==> src/rtl/ufc_pkg.sv <==
// Shared constants for the UART FIFO control block: control-byte bit
// positions, register addresses, identification codes and trigger levels.
package ufc_pkg;
    localparam int FCR_EN    = 0;
    localparam int FCR_RXCLR = 1;
    localparam int FCR_TXCLR = 2;
    localparam int FCR_WIDE  = 5;
    localparam int FCR_TRIG  = 6;

    localparam logic [2:0] A_FCR_IIR = 3'd2;
    localparam logic [2:0] A_LCR     = 3'd3;
    localparam logic [2:0] A_STAT    = 3'd5;

    localparam logic [3:0] IID_RDA  = 4'b0100;
    localparam logic [3:0] IID_NONE = 4'b0001;

    // Trigger level in bytes for a select code and queue width.
    function automatic int unsigned trig_bytes(input logic [1:0] sel, input logic wide);
        case (sel)
            2'd0:    trig_bytes = 1;
            2'd1:    trig_bytes = wide ? 16 : 4;
            2'd2:    trig_bytes = wide ? 32 : 8;
            default: trig_bytes = wide ? 56 : 14;
        endcase
    endfunction
endpackage

==> src/rtl/ufc_fcr_ctl.sv <==
// Control decoder: holds the enable, width and trigger-select state plus
// the line control byte. Produces a combinational receive-flush and a
// registered one-cycle transmit-clear pulse.
// Assumes the width bit is only accepted while the line control byte is 0.
module ufc_fcr_ctl
    import ufc_pkg::*;
(
    input  logic       clk,
    input  logic       rst_n,
    input  logic       wr_fcr,
    input  logic       wr_lcr,
    input  logic [7:0] wdata,
    output logic       fifo_en,
    output logic       wide,
    output logic [1:0] trig_sel,
    output logic [7:0] lcr,
    output logic       rx_flush,
    output logic       tx_flush
);
    logic en_nxt;
    logic wide_nxt;
    logic mode_chg;

    // Next mode from the written byte; width is locked while LCR is nonzero.
    always_comb begin
        en_nxt   = wdata[FCR_EN];
        wide_nxt = en_nxt & ((lcr == 8'd0) ? wdata[FCR_WIDE] : wide);
        mode_chg = wr_fcr && ((en_nxt != fifo_en) || (wide_nxt != wide));
        rx_flush = (wr_fcr && wdata[FCR_RXCLR]) || mode_chg;
    end

    // Mode, trigger and line control registers, plus the transmit-clear pulse.
    always_ff @(posedge clk) begin
        if (!rst_n) begin
            fifo_en  <= 1'b0;
            wide     <= 1'b0;
            trig_sel <= 2'd0;
            lcr      <= 8'd0;
            tx_flush <= 1'b0;
        end else begin
            tx_flush <= (wr_fcr && wdata[FCR_TXCLR]) || mode_chg;
            if (wr_fcr) begin
                fifo_en  <= en_nxt;
                wide     <= wide_nxt;
                trig_sel <= wdata[FCR_TRIG+1:FCR_TRIG];
            end
            if (wr_lcr) lcr <= wdata;
        end
    end

    // wide mode never exists without the FIFOs enabled.
    a_r4_wide_needs_en: assert property (@(posedge clk) disable iff (!rst_n)
        wide |-> fifo_en);
    // toggling the enable bit produces a transmit-clear pulse next cycle.
    a_r11_toggle_clears_tx: assert property (@(posedge clk) disable iff (!rst_n)
        (wr_fcr && (wdata[FCR_EN] != fifo_en)) |=> tx_flush);
endmodule

==> src/rtl/ufc_rx_fifo.sv <==
// Receive queue: circular buffer of MAX_DEPTH entries whose usable depth is
// limited at run time by depth_lim. Flush wins over push and pop in the same
// cycle. Reports a one-cycle overflow strobe for a dropped push.
// Assumes MAX_DEPTH is a power of two and depth_lim <= MAX_DEPTH.
module ufc_rx_fifo #(
    parameter int DW        = 8,
    parameter int MAX_DEPTH = 64,
    localparam int PW = $clog2(MAX_DEPTH),
    localparam int CW = $clog2(MAX_DEPTH + 1)
) (
    input  logic          clk,
    input  logic          rst_n,
    input  logic          flush,
    input  logic [CW-1:0] depth_lim,
    input  logic          push,
    input  logic [DW-1:0] push_data,
    input  logic          pop,
    output logic [DW-1:0] head,
    output logic [CW-1:0] count,
    output logic          ovf
);
    logic [DW-1:0] mem [MAX_DEPTH];
    logic [PW-1:0] rd_ptr;
    logic [PW-1:0] wr_ptr;
    logic          full;
    logic          do_pop;
    logic          do_push;

    // Accept/reject decisions for this cycle.
    always_comb begin
        full    = count >= depth_lim;
        do_pop  = pop && (count != '0) && !flush;
        do_push = push && !flush && (!full || do_pop);
        ovf     = push && !flush && full && !do_pop;
        head    = mem[rd_ptr];
    end

    // Storage write, no reset needed on data.
    always_ff @(posedge clk) begin
        if (do_push) mem[wr_ptr] <= push_data;
    end

    // Pointer and fill-level bookkeeping.
    always_ff @(posedge clk) begin
        if (!rst_n || flush) begin
            rd_ptr <= '0;
            wr_ptr <= '0;
            count  <= '0;
        end else begin
            if (do_push) wr_ptr <= wr_ptr + PW'(1);
            if (do_pop)  rd_ptr <= rd_ptr + PW'(1);
            count <= count + CW'(do_push) - CW'(do_pop);
        end
    end

    // a flush leaves the queue empty.
    a_r10_flush_empties: assert property (@(posedge clk) disable iff (!rst_n)
        flush |=> (count == '0));
    // a dropped push leaves the fill level where it was.
    a_r9_drop_keeps_level: assert property (@(posedge clk) disable iff (!rst_n)
        ovf |=> (count == $past(count)));
    // a pop on an empty queue does not move the level.
    a_r12_empty_pop: assert property (@(posedge clk) disable iff (!rst_n)
        (pop && !push && !flush && count == '0) |=> (count == '0));
endmodule

==> src/rtl/ufc_rx_trig.sv <==
// Trigger compare: picks the byte threshold from mode and select code and
// raises the interrupt while the fill level is at or above it.
// Assumes a one-byte threshold whenever the FIFOs are off.
module ufc_rx_trig
    import ufc_pkg::*;
#(
    parameter int CW = 7
) (
    input  logic [CW-1:0] count,
    input  logic          fifo_en,
    input  logic          wide,
    input  logic [1:0]    sel,
    output logic          irq
);
    logic [CW-1:0] level;

    // Threshold selection and comparison.
    always_comb begin
        level = fifo_en ? CW'(trig_bytes(sel, wide)) : CW'(1);
        irq   = count >= level;
    end
endmodule

==> src/rtl/uart_fifo_ctl.sv <==
// Top of the UART FIFO control block: register decode, sticky overrun flag,
// read mux and identification byte. Queue depth is 1 with FIFOs off,
// STD_DEPTH normally and MAX_DEPTH in wide mode.
// Assumes MAX_DEPTH is a power of two and at least 56.
module uart_fifo_ctl
    import ufc_pkg::*;
#(
    parameter int MAX_DEPTH = 64,
    parameter int STD_DEPTH = 16,
    localparam int CW = $clog2(MAX_DEPTH + 1)
) (
    input  logic          clk,
    input  logic          rst_n,
    input  logic          reg_wr,
    input  logic          reg_rd,
    input  logic [2:0]    reg_addr,
    input  logic [7:0]    reg_wdata,
    output logic [7:0]    reg_rdata,
    input  logic          rx_push,
    input  logic [7:0]    rx_byte,
    input  logic          host_pop,
    output logic [7:0]    host_byte,
    output logic [CW-1:0] rx_level,
    output logic          rx_irq,
    output logic          tx_clear
);
    localparam logic [CW-1:0] DEPTH_MAX = CW'(MAX_DEPTH);
    localparam logic [CW-1:0] DEPTH_STD = CW'(STD_DEPTH);

    logic          wr_fcr;
    logic          wr_lcr;
    logic          fifo_en;
    logic          wide;
    logic [1:0]    trig_sel;
    logic [7:0]    lcr;
    logic          rx_flush;
    logic          ovf;
    logic          overrun;
    logic [CW-1:0] depth_lim;
    logic [7:0]    iir;

    // Write decode and run-time depth limit.
    always_comb begin
        wr_fcr    = reg_wr && (reg_addr == A_FCR_IIR);
        wr_lcr    = reg_wr && (reg_addr == A_LCR);
        depth_lim = !fifo_en ? CW'(1) : (wide ? DEPTH_MAX : DEPTH_STD);
    end

    ufc_fcr_ctl u_ctl (
        .clk      (clk),
        .rst_n    (rst_n),
        .wr_fcr   (wr_fcr),
        .wr_lcr   (wr_lcr),
        .wdata    (reg_wdata),
        .fifo_en  (fifo_en),
        .wide     (wide),
        .trig_sel (trig_sel),
        .lcr      (lcr),
        .rx_flush (rx_flush),
        .tx_flush (tx_clear)
    );

    ufc_rx_fifo #(.DW(8), .MAX_DEPTH(MAX_DEPTH)) u_fifo (
        .clk       (clk),
        .rst_n     (rst_n),
        .flush     (rx_flush),
        .depth_lim (depth_lim),
        .push      (rx_push),
        .push_data (rx_byte),
        .pop       (host_pop),
        .head      (host_byte),
        .count     (rx_level),
        .ovf       (ovf)
    );

    ufc_rx_trig #(.CW(CW)) u_trig (
        .count   (rx_level),
        .fifo_en (fifo_en),
        .wide    (wide),
        .sel     (trig_sel),
        .irq     (rx_irq)
    );

    // Sticky overrun: a new drop wins over a clearing status read.
    always_ff @(posedge clk) begin
        if (!rst_n)                                  overrun <= 1'b0;
        else if (ovf)                                overrun <= 1'b1;
        else if (reg_rd && (reg_addr == A_STAT))     overrun <= 1'b0;
    end

    // Identification byte and read data mux.
    always_comb begin
        iir = {fifo_en, fifo_en, wide, 1'b0, rx_irq ? IID_RDA : IID_NONE};
        case (reg_addr)
            A_FCR_IIR: reg_rdata = iir;
            A_LCR:     reg_rdata = lcr;
            A_STAT:    reg_rdata = {6'd0, overrun, rx_level != '0};
            default:   reg_rdata = 8'd0;
        endcase
    end

    // wide mode shows 111 in the top identification bits.
    a_r3_wide_iir: assert property (@(posedge clk) disable iff (!rst_n)
        wide |-> (iir[7:5] == 3'b111));
    // the interrupt implies a non-empty queue.
    a_r7_irq_nonempty: assert property (@(posedge clk) disable iff (!rst_n)
        rx_irq |-> (rx_level != '0));
    // a dropped push is always visible as overrun on the next cycle.
    a_r9_overrun_sticky: assert property (@(posedge clk) disable iff (!rst_n)
        ovf |=> overrun);
endmodule

==> config.mk <==
export PLATFORM = sky130hd
export DESIGN_NAME = uart_fifo_ctl
export DESIGN_NICKNAME = d
export VERILOG_FILES = /design/src/rtl/ufc_pkg.sv /design/src/rtl/ufc_fcr_ctl.sv /design/src/rtl/ufc_rx_fifo.sv /design/src/rtl/ufc_rx_trig.sv /design/src/rtl/uart_fifo_ctl.sv
export SDC_FILE = /design/constraint.sdc
export NUM_CORES = 1
export LEC_CHECK = 0
export BUFFER_PORTS_ARGS = -buffer_cell sky130_fd_sc_hd__buf_2
export CAP_MARGIN = 20
export CORE_ASPECT_RATIO = 0.8
export CORE_UTILIZATION = 55
export DETAILED_ROUTE_END_ITERATION = 8
export GPL_TIMING_DRIVEN = 1
export PLACE_DENSITY = 0.71
export SYNTH_ARGS = -nofsm -noshare
export SYNTH_HDL_FRONTEND = slang
export SYNTH_SLANG_ARGS = --single-unit
==> constraint.sdc <==
create_clock -name clk -period 6.8 [get_ports clk]
set_input_delay 0.34 -clock clk [delete_from_list [all_inputs] [get_ports clk]]
set_output_delay 0.34 -clock clk [all_outputs]
set_load 0.02 [all_outputs]
# After elaboration in Yosys (flattened, before gate mapping)
# Memories as Yosys holds them, arrays and structs flattened. A register that Yosys moved wholly into a read port is not among the register bits.
# Index checks and enable logic that the tools add are counted.
# totals
out_inout_bits,25
ff_bits,33
wordCells,65
ram_bits,512
memories,1
in_bits,25
# mem_list
memory,depth,word_bits,read_ports,rd_clocked_by_memory_dff,wr,line,source
u_fifo.mem,64,8,1,1,1,ufc_rx_fifo.sv:22,logic [DW-1:0] mem [MAX_DEPTH];
# op_classes
n_reduce_logical,25
mux,16
addsub,4
n_eq_ne,7
bitwise,1
n_lt_le_gt_ge,2
# ops
operator,count
$mux W6,4
$pmux W8 S3,1
$mux W7,3
$pmux W7 S3,1
$ge A7 B7 Y1,2
$add A6 B1 Y6 const B,2
$logic_and A1 B1 Y1,12
$logic_not A8 Y1,1
$add A7 B1 Y7,1
$reduce_bool A7 Y1,1
$sub A7 B1 Y7,1
$eq A3 B2 Y1 const B,2
$logic_or A1 B1 Y1,5
$mux W1,5
$mux W5,1
$logic_not A1 Y1,4
$eq A3 B3 Y1 const B,1
$mux W3,1
$eq A2 B1 Y1 const B,1
$eq A2 B2 Y1 const B,1
$logic_not A2 Y1,1
$ne A1 B1 Y1,2
$reduce_bool A2 Y1,1
$and A1 B1 Y1,1

# Depth between registers and ports, before layout
# Gate-level depths: netlist of run 1.
# depth
ltp_word,13
mapped_depth,16
ltp_nobuf,14

# Hierarchy
# Synthesis of run 1 repeated with hierarchy kept, for this count alone.
# hier_totals
cells_unflattened,1164
hier_area_um2,22036.1
# modules_own_cells
mod,area_per_inst_um2,cells_per_inst,seq_area_each_um2,instances
ufc_rx_fifo,21066.5,1051,15875.2,1
ufc_fcr_ctl,585.6,59,260.2,1
uart_fifo_ctl,217.7,33,20.0,1
ufc_rx_trig,166.4,21,0.0,1

# Least setup slack after synthesis of run 1
# No wires, ideal clock.
# synth_timing
path_kind,flip-flop to flip-flop
from,register u_ctl.fifo_en
to,"memory u_fifo.mem[29][0], enable pin"
setup_ps,395
arrival_time_ps,2743
path_slack_ps,3662
stages_incl_launch_ff,9
n_path_buf,2
required_ps,6405
period_less_slack_ps,3138
cell_sequence,dfxtp_1 clkbuf_1 nand2_1 ha_1 or3_1 o221ai_1 o21ai_1 buf_2 nor4_1
# synth_between
elab_chain_cells,10
word_cells_on_any_way,14
cone_classes,order compare: 1; eq/ne: 1; mux: 3; reduce/logical: 9
# synth_lines
item,line,source
"start, declared",ufc_fcr_ctl.sv:13,"output logic fifo_en,"
"start signal, assigned",ufc_fcr_ctl.sv:43,fifo_en <= en_nxt;
"parallel branches: the longest is 7 deep, another holds $ge A7 B7 Y1",n/a,
$logic_and A1 B1 Y1 *,ufc_rx_fifo.sv:33,do_push = push && !flush && (!full || do_pop);
$mux W1 *,ufc_rx_fifo.sv:40,if (do_push) mem[wr_ptr] <= push_data;
$mux W1 (implied by the code) *,ufc_rx_fifo.sv:40,
"end, declared",ufc_rx_fifo.sv:22,
# Mark *: on every way between the ends.

==> impl_metrics.prom, run 1 <==
# TYPE chip_impl_metric gauge
chip_impl_metric{name="initial_antenna_violation_count",unit=""} 0
chip_impl_metric{name="drv.max_cap_violation_count",unit=""} 0
chip_impl_metric{name="synthesis.yosys.warnings",unit=""} 0
chip_impl_metric{name="die_area",unit="sq mm"} 0.0414
chip_impl_metric{name="vias",unit=""} 12018
chip_impl_info{name="whs_endpoint",value="u_ctl.lcr[4]"} 1
chip_impl_info{name="hold_start",value="reg_wdata[4]"} 1
chip_impl_metric{name="total_routed_wirelength",unit="um"} 50000
chip_impl_metric{name="slew-limit-headroom",unit="%"} 31.9
chip_impl_metric{name="cts_max_path_buffers",unit=""} 3
chip_impl_metric{name="core_region_area",unit="sq mm"} 0.0397
chip_impl_info{name="synthFlopType",value="sky130_fd_sc_hd__edfxtp_1"} 1
chip_impl_metric{name="mappedNetlistArea",unit="sq mm"} 0.0223
chip_impl_metric{name="globalRouteTotalUtil",unit="%"} 24.9
chip_impl_metric{name="synth-async-reset-ratio",unit="%"} 0
chip_impl_metric{name="h-tree-depth",unit=""} 2
chip_impl_metric{name="clock_slew_at_reported_path_ffs",unit="ns"} 0.06
chip_impl_metric{name="worst-slew-pin-transition",unit="ns"} 1.01
chip_impl_info{name="status",value="finished, final reports clean"} 1
chip_impl_metric{name="floorplan.die.width",unit="um"} 227
chip_impl_metric{name="number_of_hold_slack_violations_in_the_final_timing_report",unit=""} 0
chip_impl_metric{name="grt_max_degree",unit=""} 65
chip_impl_info{name="crit_top_cell",value="sky130_fd_sc_hd__mux4_2"} 1
chip_impl_metric{name="synth.avg_cell_area",unit="sq um"} 18.2
chip_impl_info{name="timing_worst_setup_path_type",value="reg -> out"} 1
chip_impl_metric{name="detail_route.first_pass.iterations",unit=""} 7
chip_impl_metric{name="finish.net_count",unit=""} 1361
chip_impl_info{name="worst_setup_path_end_kind",value="primary output"} 1
chip_impl_metric{name="crit_arrival",unit="ns"} 3.85
chip_impl_info{name="cp-start-kind",value="flop"} 1
chip_impl_metric{name="total_design_power",unit="uW"} 8030
chip_impl_metric{name="final_min_period_over_clock_period",unit="%"} 61.6
chip_impl_metric{name="numCtsBuffers",unit=""} 52
chip_impl_metric{name="synth_sequential_area_ratio",unit="%"} 72.4
chip_impl_metric{name="netlist_instances",unit=""} 1229
chip_impl_info{name="rsz_0062_raised_after_global_routing",value="false"} 1
chip_impl_metric{name="period_needed",unit="ns"} 4.19
chip_impl_metric{name="rows",unit=""} 65
chip_impl_metric{name="drtAntennaViolNets",unit=""} 0
chip_impl_metric{name="power.static_leakage",unit="uW"} 0.00783
chip_impl_metric{name="place.gp.congestion",unit=""} 0.900
chip_impl_metric{name="total_negative_slack_for_setup_checks",unit="ns"} 0
chip_impl_metric{name="synth.distinct_cells",unit=""} 56
chip_impl_metric{name="pin_count",unit=""} 50
chip_impl_metric{name="max_freq",unit="MHz"} 239
chip_impl_metric{name="place.detailed.hpwl",unit="um"} 31300
chip_impl_metric{name="port_buffers",unit=""} 49
chip_impl_metric{name="cts.sink_count",unit=""} 551
chip_impl_info{name="rr_endpoint",value="u_fifo.mem[6][1]"} 1
chip_impl_metric{name="share_of_cells_above_drive_strength_1",unit="%"} 23.2
chip_impl_metric{name="dp.cells",unit=""} 1791
chip_impl_metric{name="min_path_cells",unit=""} 3
chip_impl_metric{name="dr.first_iter.drc_count",unit=""} 1451
chip_impl_metric{name="slowest_delay",unit="ns"} 0.98
chip_impl_metric{name="postSynthNetCount",unit=""} 1275
chip_impl_info{name="tritoncts",value="done"} 1
chip_impl_metric{name="report.final.slew_viol_count",unit=""} 0
chip_impl_metric{name="vdd.ir_drop.worst",unit="mV"} 0.250
chip_impl_metric{name="synth_enable_flop_cells",unit=""} 512
chip_impl_metric{name="critical_path.n_buffers_inverters",unit=""} 2
chip_impl_metric{name="flow.area_growth_from_synthesis",unit="%"} 11.6
chip_impl_info{name="synthMostInstantiatedCell",value="sky130_fd_sc_hd__edfxtp_1"} 1
chip_impl_metric{name="timing.final.setup_violations",unit=""} 0
chip_impl_metric{name="finClkSkew",unit="ns"} 0.0224
chip_impl_metric{name="drc",unit=""} 0
chip_impl_metric{name="path_max_fanout",unit=""} 52
chip_impl_metric{name="vias_per_cell",unit=""} 6.36
chip_impl_info{name="cpLargestDelayFamily",value="multiplexers"} 1
chip_impl_metric{name="timing.reg2reg.setup_slack",unit="ns"} 3.40
chip_impl_metric{name="worst-endpoint-required",unit="ns"} 6.46
chip_impl_metric{name="yosys.area.top_type_share",unit="%"} 68.9
chip_impl_info{name="top_area_cells_in_the_synthesized_netlist",value="sky130_fd_sc_hd__edfxtp_1 (69%), sky130_fd_sc_hd__mux4_2 (13%), sky130_fd_sc_hd__dfxtp_1 (3.5%)"} 1
chip_impl_metric{name="globalRouteOverflowTotal",unit=""} 0
chip_impl_metric{name="timing.reg2reg.worst_path_depth",unit=""} 7
chip_impl_metric{name="synth_seq_cells",unit=""} 551
chip_impl_metric{name="post-route-util",unit="%"} 62.8
chip_impl_metric{name="clk-insertion-delay-late",unit="ns"} 0.58
chip_impl_info{name="min_path_type",value="in -> reg"} 1
chip_impl_info{name="critical_path.slowest_cell",value="sky130_fd_sc_hd__dfxtp_4"} 1
chip_impl_metric{name="post_dr_wirelength_cell",unit="um"} 26.5
chip_impl_metric{name="initial_core_util",unit="%"} 56.2
chip_impl_metric{name="powerDensity",unit="mW/mm^2"} 322
chip_impl_info{name="yosys.area.top_type",value="sky130_fd_sc_hd__edfxtp_1"} 1
chip_impl_info{name="synth_commonest_cells",value="sky130_fd_sc_hd__edfxtp_1 (512), sky130_fd_sc_hd__mux4_2 (125), sky130_fd_sc_hd__nand2_1 (82), sky130_fd_sc_hd__nor2_1 (66), sky130_fd_sc_hd__dfxtp_1 (39)"} 1
chip_impl_metric{name="insertedDiodeCount",unit=""} 0
chip_impl_info{name="timing.rr.start",value="u_ctl.fifo_en"} 1
chip_impl_metric{name="final-instance-count-excl-fill",unit=""} 1890
chip_impl_info{name="clock-root-buffer",value="sky130_fd_sc_hd__clkbuf_16"} 1
chip_impl_metric{name="die_h",unit="um"} 182
chip_impl_info{name="cp_cell_sequence",value="buf_4 -> mux4_2 -> mux4_2 -> o21ai_0 -> nor2_1 -> buf_2"} 1
chip_impl_metric{name="grt_pass1_wl",unit="um"} 74600
chip_impl_metric{name="first_global_vias",unit=""} 11607
report_power, final:
group,switching (uW),total (uW),internal (uW),leakage (uW)
registers,134,3890,3760,0.00492
clock network,1220,2850,1630,0.000811
logic,698,1290,596,0.00210
total,2050,8030,5980,0.00783
worst max-delay path by stage:
stage / startpoint / end / slack (ns) / depth (start not counted)
final: flop / host_byte[7] / 2.61 / 6
after global routing: flop / host_byte[6] / 2.45 / 6
after CTS: flop / host_byte[6] / 2.53 / 6
after detailed placement: flop / host_byte[6] / 3.14 / 6
after global placement: u_ctl.fifo_en / u_fifo.mem[11][1] / 3.14 / 6
after floorplan: u_ctl.fifo_en / u_fifo.mem[29][0] / 3.66 / 8
layout by cell type (no fill, tap or decap), types with 9 or more instances in the layout:
cell type                   Yosys  final
sky130_fd_sc_hd__a22oi_1       10     10
sky130_fd_sc_hd__nand3_1       22     22
sky130_fd_sc_hd__a21boi_0      11     11
sky130_fd_sc_hd__inv_1         14     14
sky130_fd_sc_hd__a21oi_1       24     24
sky130_fd_sc_hd__ha_1          20     20
sky130_fd_sc_hd__mux4_2       125    125
sky130_fd_sc_hd__clkinv_1       0     11
sky130_fd_sc_hd__nand2_1       82     82
sky130_fd_sc_hd__nor2b_1       15     15
sky130_fd_sc_hd__mux2i_1       18     18
sky130_fd_sc_hd__edfxtp_1     512    512
sky130_fd_sc_hd__nor2_1        66     66
sky130_fd_sc_hd__dfxtp_1       39     36
sky130_fd_sc_hd__and3_1         9      9
sky130_fd_sc_hd__nor3_1        38     38
sky130_fd_sc_hd__nand2b_1      13     13
sky130_fd_sc_hd__clkbuf_16      0     53
sky130_fd_sc_hd__o22ai_1       17     17
sky130_fd_sc_hd__xor2_1         9      9
sky130_fd_sc_hd__clkbuf_1      28      9
sky130_fd_sc_hd__nor4_1        12     11
sky130_fd_sc_hd__buf_2         25     67
sky130_fd_sc_hd__o21ai_0       17     17
sky130_fd_sc_hd__buf_4          8     33
tightest hold or removal path: stages:
cell and delay (ns):
sky130_fd_sc_hd__buf_2 0.10, sky130_fd_sc_hd__nand2_1 0.04, sky130_fd_sc_hd__a21boi_0 0.07
routing by layer:
metal  GRT usage [%]  wire length [um]  share of wire (%)
met2            36.5             22900                 46
met4            6.23               945                1.9
met5               0                 0                  0
met1            38.6             21000                 42
met3            5.17              5150                 10
what timing repair did:
action	4_1_cts	5_1_grt
setup buffers	0	0
endpoints found under the hold margin	2	0
setup endpoints to repair	0	0
gates resized for setup	0	0
hold buffers	2	0
cells by family (layout without fill, tap and decap cells):
| kind of cell | Yosys count | count (layout) | synth area share (%) |
|---|---|---|---|
| AOI/OAI and AO/OA | 120 | 120 | 3.58 |
| and+or+nand+nor | 288 | 288 | 6.19 |
| muxes | 153 | 153 | 14.2 |
| DFF | 551 | 551 | 72.4 |
| xor gates and xnor gates | 11 | 11 | 0.432 |
| adders and majority gates | 21 | 21 | 1.21 |
| buffers and inverters | 85 | 210 | 1.97 |
per-stage QoR:
stage	setup slack, ns	area (sq um)	hold slack (ns)
CTS	2.53	24900	0.00647
finish	2.61	24900	0.0208
global route	2.45	24900	0.0407
global placement	3.14	23100	0.471
floorplan	3.66	22300	0.439
detailed placement	3.14	23200	0.477
cell type report:
type | count | area [sq um]
Multi-Input combinational cell | 593 | 5730
Clock buffer | 63 | 1370
Inverter | 14 | 52.6
Timing Repair Buffer | 103 | 623
Fill cell | 2829 | 14800
Clock inverter | 30 | 293
Tap cell | 536 | 671
Sequential cell | 551 | 16200
sequential cells by signal, summed over array words and instances, names as in the netlist, named ones only:
| name | flops |
|---|---|
| overrun | 1 |
| u_ctl.fifo_en | 1 |
| u_ctl.lcr | 8 |
| u_ctl.trig_sel | 2 |
| u_ctl.tx_flush | 1 |
| u_ctl.wide | 1 |
| u_fifo.count | 7 |
| u_fifo.mem | 512 |
| u_fifo.rd_ptr | 6 |
| u_fifo.wr_ptr | 6 |
(Power assumes the default switching activity.)
==> inputs of run 2 (changes only) <==
Settings changed: PLACE_DENSITY 0.71 to 0.74.
Clock period 6.8 ns to 3.7 ns, I/O delays scaled along.
==> run 2 against run 1 <==
  * Wire length grew 2.8%
  * Sequential share of layout area shrank 1.1 points
  * Clock skew rose by 0.0079 ns
  * Setup slack worse by 2.5 ns
  * Die area did not move
  * Via count increased by 2.7%
  * Global-route usage up 0.76 points
  * Count of clock-buffer cells in the layout down 7
  * Cell count is 2.2% higher
==> impl_metrics.prom, run 2 (same netlist as run 1, synthesis figures left out) <==
# TYPE chip_impl_metric gauge
chip_impl_metric{name="clk-insertion-delay-late",unit="ns"} 0.59
chip_impl_metric{name="grt_use_met3",unit="%"} 5.36
chip_impl_metric{name="finish.net_count",unit=""} 1398
chip_impl_metric{name="vias_per_cell",unit=""} 6.39
chip_impl_info{name="top_regs",value="u_fifo.mem (512), u_ctl.lcr (8), u_fifo.count (7)"} 1
chip_impl_metric{name="clock_slew_at_reported_path_ffs",unit="ns"} 0.06
chip_impl_info{name="timing.rr.start",value="u_ctl.fifo_en"} 1
chip_impl_info{name="cp-start-kind",value="flop"} 1
chip_impl_info{name="cpLargestDelayFamily",value="compound AO/OA/AOI/OAI gates"} 1
chip_impl_metric{name="slowest_delay",unit="ns"} 0.70
chip_impl_metric{name="globalRouteTotalUtil",unit="%"} 25.7
chip_impl_metric{name="number_of_hold_slack_violations_in_the_final_timing_report",unit=""} 0
chip_impl_metric{name="pin_count",unit=""} 50
chip_impl_metric{name="timing.final.setup_violations",unit=""} 0
chip_impl_metric{name="share_of_cells_above_drive_strength_1",unit="%"} 24.8
chip_impl_info{name="hold_start",value="rx_byte[2]"} 1
chip_impl_metric{name="total_routed_wirelength",unit="um"} 51400
chip_impl_metric{name="path_max_fanout",unit=""} 30
chip_impl_info{name="tritoncts",value="done"} 1
chip_impl_info{name="final_cell_mix",value="sky130_fd_sc_hd__edfxtp_1 (512), sky130_fd_sc_hd__mux4_2 (125), sky130_fd_sc_hd__nand2_1 (82)"} 1
chip_impl_metric{name="powerDensity",unit="mW/mm^2"} 586
chip_impl_metric{name="critical_path.n_buffers_inverters",unit=""} 2
chip_impl_metric{name="first_global_vias",unit=""} 12148
chip_impl_metric{name="core_region_area",unit="sq mm"} 0.0397
chip_impl_metric{name="die_h",unit="um"} 182
chip_impl_metric{name="globalRouteMet2Util",unit="%"} 38.5
chip_impl_metric{name="sequential_cell_area",unit="sq mm"} 0.0162
chip_impl_metric{name="grt_pass1_wl",unit="um"} 77100
chip_impl_metric{name="final_min_period_over_clock_period",unit="%"} 96.7
chip_impl_metric{name="largest_register_ff_count",unit=""} 512
chip_impl_info{name="status",value="finished, final reports clean"} 1
chip_impl_metric{name="finalHoldWorstSlack",unit="ns"} 0.0167
chip_impl_metric{name="finClkSkew",unit="ns"} 0.0303
chip_impl_metric{name="cts_max_path_buffers",unit=""} 3
chip_impl_metric{name="period_needed",unit="ns"} 3.58
chip_impl_metric{name="fin_area",unit="sq mm"} 0.0253
chip_impl_metric{name="post_route_worst_setup_slack",unit="ns"} 0.124
chip_impl_metric{name="layout.filler_cells",unit=""} 2712
chip_impl_metric{name="floorplan.die.width",unit="um"} 227
chip_impl_metric{name="cts.sink_count",unit=""} 551
chip_impl_info{name="worst_setup_path_end_kind",value="primary output"} 1
chip_impl_metric{name="max_freq",unit="MHz"} 280
chip_impl_metric{name="timing.reg2reg.setup_slack",unit="ns"} 0.55
chip_impl_info{name="min_path_type",value="in -> reg"} 1
chip_impl_metric{name="port_buffers",unit=""} 49
chip_impl_info{name="timing_worst_setup_path_type",value="reg -> out"} 1
chip_impl_metric{name="flow.area_growth_from_synthesis",unit="%"} 13.6
chip_impl_metric{name="place.gp.congestion",unit=""} 0.872
chip_impl_info{name="cp_cell_sequence",value="buf_4 -> mux4_2 -> o22ai_1 -> o21ai_0 -> o21ai_0 -> nor3_1 -> buf_2"} 1
chip_impl_metric{name="drc",unit=""} 0
chip_impl_metric{name="total_negative_slack_for_setup_checks",unit="ns"} 0
chip_impl_metric{name="report.final.slew_viol_count",unit=""} 0
chip_impl_metric{name="drv.max_cap_violation_count",unit=""} 0
chip_impl_metric{name="crit_arrival",unit="ns"} 3.39
chip_impl_metric{name="initial_core_util",unit="%"} 56.2
chip_impl_metric{name="power.static_leakage",unit="uW"} 0.00806
chip_impl_metric{name="post_dr_wirelength_cell",unit="um"} 26.6
chip_impl_metric{name="numCtsBuffers",unit=""} 51
chip_impl_info{name="grt_most_used_layer",value="met2"} 1
chip_impl_info{name="rsz_0062_raised_after_global_routing",value="false"} 1
chip_impl_metric{name="die_area",unit="sq mm"} 0.0414
chip_impl_metric{name="grt_util_met1",unit="%"} 38.2
chip_impl_metric{name="worst-slew-pin-transition",unit="ns"} 1.11
chip_impl_metric{name="detailed_place.area",unit="sq mm"} 0.0235
chip_impl_metric{name="vias",unit=""} 12338
chip_impl_metric{name="drtAntennaViolNets",unit=""} 0
chip_impl_metric{name="worst-endpoint-required",unit="ns"} 3.51
chip_impl_metric{name="place.detailed.hpwl",unit="um"} 32700
chip_impl_metric{name="slew-limit-headroom",unit="%"} 25.7
chip_impl_info{name="registers.top_by_ff_count",value="u_fifo.mem"} 1
chip_impl_info{name="clock-root-buffer",value="sky130_fd_sc_hd__clkbuf_16"} 1
chip_impl_metric{name="rows",unit=""} 65
chip_impl_info{name="critical_path.slowest_cell",value="sky130_fd_sc_hd__dfxtp_4"} 1
chip_impl_metric{name="grt_max_degree",unit=""} 65
chip_impl_metric{name="multiInputGateArea",unit="sq mm"} 0.00573
chip_impl_metric{name="globalRouteOverflowTotal",unit=""} 0
chip_impl_metric{name="insertedDiodeCount",unit=""} 0
chip_impl_metric{name="vdd.ir_drop.worst",unit="mV"} 0.397
chip_impl_info{name="commonest_non_fill_non_tap_cell_in_the_layout",value="sky130_fd_sc_hd__edfxtp_1"} 1
chip_impl_info{name="crit_top_cell",value="sky130_fd_sc_hd__o21ai_0"} 1
chip_impl_metric{name="h-tree-depth",unit=""} 2
chip_impl_metric{name="detail_route.first_pass.iterations",unit=""} 7
chip_impl_metric{name="initial_antenna_violation_count",unit=""} 1
chip_impl_metric{name="pre_cts_ws",unit="ns"} 0.598
chip_impl_metric{name="dr.first_iter.drc_count",unit=""} 1460
run 2: report_power, final:
part / internal [uW] / switching [uW] / leakage, uW
Clock: 2880 / 2260 / 0.000804
Sequential: 6900 / 168 / 0.00492
Combinational: 1200 / 1430 / 0.00233
Total: 11000 / 3860 / 0.00806
run 2: metal layers:
metal  share of wire [%]  routed length [um]
met4                 2.8                1440
met3                  10                5260
met5               0.025                  13
met2                  46               23700
met1                  41               21000
run 2: worst register-to-register path, cell delays in order (launching register included):
cell	delay (ns)
sky130_fd_sc_hd__dfxtp_1	0.54
sky130_fd_sc_hd__nand2_1	0.10
sky130_fd_sc_hd__ha_1	0.19
sky130_fd_sc_hd__or3_1	0.39
sky130_fd_sc_hd__o221ai_1	0.35
sky130_fd_sc_hd__o211ai_1	0.15
sky130_fd_sc_hd__buf_4	0.28
sky130_fd_sc_hd__nor2_1	0.78
run 2: cell type report:
cell class | count | area share (%)
sequential | 551 | 63.8
multi-input combinational | 593 | 22.6
clock buffer | 56 | 5.11
timing repair buffer | 141 | 4.34
tap | 536 | 2.65
clock inverter | 40 | 1.31
inverter | 14 | 0.207
run 2: repair_timing:
action                                 4_1_cts  5_1_grt
resized for setup                            0        0
buffers inserted                             1        0
hold buffers                                13        0
setup endpoints to repair                    1        0
endpoints found under the hold margin       15        0
run 2: final timing paths:
path / to / depth (start not counted)
worst max register to register: u_fifo.mem[43][0] / 7
worst min-delay path: u_fifo.mem[6][2] / 1
worst min register to register: u_ctl.lcr[4] / 2
worst max-delay path: host_byte[6] / 7
run 2: per-stage QoR:
stage,power (uW),cells,utilization [%]
final,14800,1931,63.9
after detailed placement,9780,1818,59.2
after global placement,9710,1816,59.1
after CTS,14900,1928,63.7
after floorplan,8990,1229,-
after global routing,15300,1931,63.9
